`config.mk`:
```
export PLATFORM = sky130hd
export DESIGN_NAME = wdg_guard
export DESIGN_NICKNAME = d
export VERILOG_FILES = /design/src/rtl/wdg_pkg.sv /design/src/rtl/wdg_sat_counter.sv /design/src/rtl/wdg_arm_latch.sv /design/src/rtl/wdg_float_dec.sv /design/src/rtl/wdg_guard.sv
export SDC_FILE = /design/constraint.sdc
export NUM_CORES = 1
export LEC_CHECK = 0
export BUFFER_PORTS_ARGS = -buffer_cell sky130_fd_sc_hd__buf_2
export CORE_AREA = 4 4 41 43
export CTS_CLUSTER_DIAMETER = 150
export CTS_CLUSTER_SIZE = 40
export DETAILED_ROUTE_END_ITERATION = 16
export DIE_AREA = 0 0 45 47
export GPL_ROUTABILITY_DRIVEN = 0
export GPL_TIMING_DRIVEN = 0
export SYNTH_ARGS = -nofsm -noshare
export SYNTH_HDL_FRONTEND = slang
export SYNTH_SLANG_ARGS = --single-unit
```
`constraint.sdc`:
```
create_clock -name clk -period 2.15 [get_ports clk]
set_input_delay 0.43 -clock clk [delete_from_list [all_inputs] [get_ports clk]]
set_output_delay 0.43 -clock clk [all_outputs]
set_load 0.02 [all_outputs]
```
`src/rtl/wdg_pkg.sv`:
```
package wdg_pkg;
  parameter int unsigned WDG_CNT_W = 7;
  typedef logic [WDG_CNT_W-1:0] wdg_cnt_t;
endpackage

```
`src/rtl/wdg_sat_counter.sv`:
```
module wdg_sat_counter #(
  parameter int unsigned W = 7
) (
  input  logic         clk,
  input  logic         rst_n,
  input  logic         clr,
  input  logic         step,
  output logic [W-1:0] cnt,
  output logic         at_top
);
  localparam logic [W-1:0] TOP = {W{1'b1}};

  logic [W-1:0] cnt_q;

  assign at_top = (cnt_q == TOP);
  assign cnt    = cnt_q;

  // clear has priority over step; step stops at the ceiling
  always_ff @(posedge clk or negedge rst_n) begin
    if (!rst_n) begin
      cnt_q <= '0;
    end else if (clr) begin
      cnt_q <= '0;
    end else if (step && !at_top) begin
      cnt_q <= cnt_q + 1'b1;
    end
  end
endmodule

```
`src/rtl/wdg_arm_latch.sv`:
```
module wdg_arm_latch (
  input  logic clk,
  input  logic rst_n,
  input  logic set,
  output logic armed
);
  logic armed_q;

  // set-only flag: only reset clears it
  always_ff @(posedge clk or negedge rst_n) begin
    if (!rst_n) begin
      armed_q <= 1'b0;
    end else if (set) begin
      armed_q <= 1'b1;
    end
  end

  assign armed = armed_q;
endmodule

```
`src/rtl/wdg_float_dec.sv`:
```
module wdg_float_dec (
  input  logic armed,
  input  logic at_top,
  output logic float_req
);
  assign float_req = armed & at_top;
endmodule

```
`src/rtl/wdg_guard.sv`:
```
module wdg_guard #(
  parameter int unsigned CNT_W = wdg_pkg::WDG_CNT_W
) (
  input  logic             clk,
  input  logic             rst_n,
  input  logic             tick_i,
  input  logic             wr_stb_i,
  input  logic             kick_i,
  output logic             float_o,
  output logic [CNT_W-1:0] count_o
);
  logic             kick_go;
  logic             armed_q;
  logic             at_top;
  logic [CNT_W-1:0] cnt;

  assign kick_go = wr_stb_i & kick_i;

  wdg_sat_counter #(.W(CNT_W)) u_cnt (
    .clk    (clk),
    .rst_n  (rst_n),
    .clr    (kick_go),
    .step   (tick_i),
    .cnt    (cnt),
    .at_top (at_top)
  );

  wdg_arm_latch u_arm (
    .clk   (clk),
    .rst_n (rst_n),
    .set   (kick_go),
    .armed (armed_q)
  );

  wdg_float_dec u_dec (
    .armed     (armed_q),
    .at_top    (at_top),
    .float_req (float_o)
  );

  assign count_o = cnt;
endmodule

```
==> flow_summary_export.csv <==
group,metric,value,unit
outcome,outcome,"finished clean",
cts,clockBufferDepth,2,
logic_synthesis,synth_xor_area_share,0,%
detailed_routing,ant_nets,0,
detailed_routing,highest-signal-layer,"met4",
finish,final_cell_area,509,um^2
floorplanning,core,1300,um^2
setup_path,crit_start,"u_cnt.cnt[0]",
logic_synthesis,synthCells,41,
finish,nets,64,
detailed_routing,drc,0,
global_route,grt_pass1_wl,1.44,mm
logic_synthesis,syn-cell-area,408,um^2
logic_synthesis,synth_cell_types,18,
finish,syn_to_final_growth,24.8,%
cts,clock_latency,0.26,ns
placed_design,dp_hpwl,640,um
setup_path,crit_type,"reg -> out",
finish,drive_gt1_share,30.4,%
detailed_routing,via_count,362,
placed_design,io_buffers,12,
power_and_ir_drop,worst_ir_drop_vdd,451,uV
setup_path,crit_chain,"ha_1 -> and2_1 -> nand2_1 -> nor2_1 -> buf_2",
run,maxCapViolCount,0,
setup_path,cp-end-kind,"primary output",
detailed_routing,routed_wl,855,um
logic_synthesis,synthAdderAreaFrac,3.07,%
power_and_ir_drop,power_per_cell_area,807,nW/um^2
cts,tritoncts,"done",
global_route,grt_max_degree,11,
cts,cts_setup_buffers,0,
setup_path,critPathLaunchType,"register",
detailed_routing,vias_per_cell,5.10,
setup_path,cpMaxStageDelayCell,"dfrtp_1",
timing,rsz0062_at_grt,"no",
detailed_routing,wl_met3,84,um
worst_hold_path,hold_class,"in -> async",
logic_synthesis,synthMuxAreaShare,7.36,%
logic_synthesis,avgSynthCellArea,9.95,um^2
timing,slew_violations,0,
logic_synthesis,yosys.area_share.simple,23.3,%
setup_path,reg2reg_from,"u_cnt.cnt[0]",
logic_synthesis,syn_nets,47,
setup_path,path_buf_inv,1,
detailed_routing,met2_length,389,um
logic_synthesis,synth-seq-area-share,49.1,%
logic_synthesis,yosysWarnings,0,
finish,layout_common_cells,"buf_2, nand2_1, dfrtp_1",
cts,cts.sinks,8,
detailed_routing,drt-wirelength-per-cell,12.0,um
power_and_ir_drop,power_leakage,0.265,nW
finish,layout_commonest_cell,"buf_2",
floorplanning,fp.dieH,47,um
floorplanning,pin_count,13,
timing,fin_worst_skew,0.00243,ns
setup_path,path_max_fanout,6,
cts,cts-root-buf,"clkbuf_4",
timing,hold_violations,0,
cts,cts.repair.resized,0,
finish,fillCellCount,145,
cts,numCtsBuffers,3,
finish,multi_input_area,204,um^2
detailed_routing,drt_iter0_drc,1,
floorplanning,initial_core_util,31.3,%
logic_synthesis,synth_top_family_by_area,"simple AND/OR/NAND/NOR gates",
cts,htree_levels,1,
timing,period_minus_slack,1.90,ns
detailed_routing,firstDrtPassIters,2,
setup_path,slowest_delay,0.42,ns
floorplanning,fp-row-count,13,
cts,path_clk_slew,0.05,ns
timing,setup_violations,0,
global_route,antenna_found_initial,0,
setup_path,path_delay_family,"simple AND/OR/NAND/NOR gates",
timing,finalCritPeriodShare,88.3,%
timing,final.setup.tns,0,ns
cts,postCtsHoldBufs,0,
global_route,first_global_vias,322,
floorplanning,die_x,45,um
detailed_routing,wirelength_met1,360,um
global_route,overflow,0,
logic_synthesis,synth-compound-area-share,16.3,%
timing,tightest_slew,0.332,ns
placed_design,postPlaceCellArea,487,um^2
setup_path,critical_path_required,1.72,ns
floorplanning,dieArea,2120,um^2
finish,seqCellArea,200,um^2
global_route,grt_usage,9.86,%
logic_synthesis,synth.ff_latch_count,8,
setup_path,worstPathArrival,1.47,ns
timing,timing.fmax,527,MHz
timing,slew_headroom,77.8,%
finish,diodes,0,
[through the flow]
stage	hold WS (ns)	std cells	total power [mW]	setup slack (ns)	util, %
6_report	0.00363	71	0.411	0.252	39.1
5_1_grt	0.0102	71	0.435	0.128	39.1
4_1_cts	0.00313	71	0.419	0.239	39.1
3_5_place_dp	0.287	68	0.298	0.534	37.4
3_3_place_gp	0.284	68	0.296	0.532	37.4
2_1_floorplan	0.134	41	0.259	0.452	-
[cells by family (layout without fill, tap and decap cells)]
group | after synthesis | after routing
multiplexers | 3 | 3
flip-flops | 8 | 8
AND/OR/NAND/NOR | 18 | 18
AO/OA/AOI/OAI | 10 | 10
buffers and inverters | 1 | 16
adder cells (fa/ha/maj) | 1 | 1
[power by group]
| group | internal [mW] | leakage [nW] | switching [mW] |
|---|---|---|---|
| clock network | 0.0640 | 0.0138 | 0.0536 |
| registers | 0.170 | 0.103 | 0.0250 |
| logic | 0.0397 | 0.148 | 0.0587 |
| total | 0.274 | 0.265 | 0.137 |
[sequential cells by signal, indices dropped and copies added, names as in the netlist]
signal	cells
u_cnt.cnt	7
u_arm.armed	1
[routing by layer]
metal / vias up / global-route usage [%]
met3: 5 / 5.75
met2: 10 / 14.7
met4: 0 / 5.26
li1: 182 / -
met1: 165 / 11.1
met5: - / 0
[final cells by class]
cell class | count | area share (%)
flip-flops and latches | 8 | 39.3
well taps | 15 | 3.69
multi-input cells | 32 | 40.0
inverters | 1 | 0.737
repair buffers | 12 | 11.8
clock buffers | 3 | 4.42
[cells in the mapped netlist (all sizes together)]
| library cell | instances | share of area (%) |
|---|---|---|
| inv | 1 | 0.92 |
| mux2i | 3 | 7.4 |
| o21ai | 2 | 2.5 |
| ha | 1 | 3.1 |
| nor3 | 1 | 1.2 |
| dfrtp | 8 | 49 |
| and4 | 3 | 6.7 |
| o31a | 1 | 2.1 |
| and2 | 1 | 1.5 |
| a21boi | 1 | 2.8 |
| nand2 | 8 | 7.4 |
| nand3 | 2 | 2.5 |
| a21oi | 2 | 2.5 |
| a31oi | 3 | 4.6 |
| o21a | 1 | 1.8 |
| nor2 | 1 | 0.92 |
| nand2b | 2 | 3.1 |
[final timing paths]
path                                end  slack, ns  cells after the start
min in group clk           u_cnt.cnt[6]       0.35                      2
max                             float_o       0.25                      5
min                        u_cnt.cnt[1]      0.004                      1
min reg2reg                 u_arm.armed       0.44                      2
max reg2reg                u_cnt.cnt[5]       0.72                      4
max in group asynchronous   u_arm.armed       1.97                      1
(Power assumes the default switching activity.)
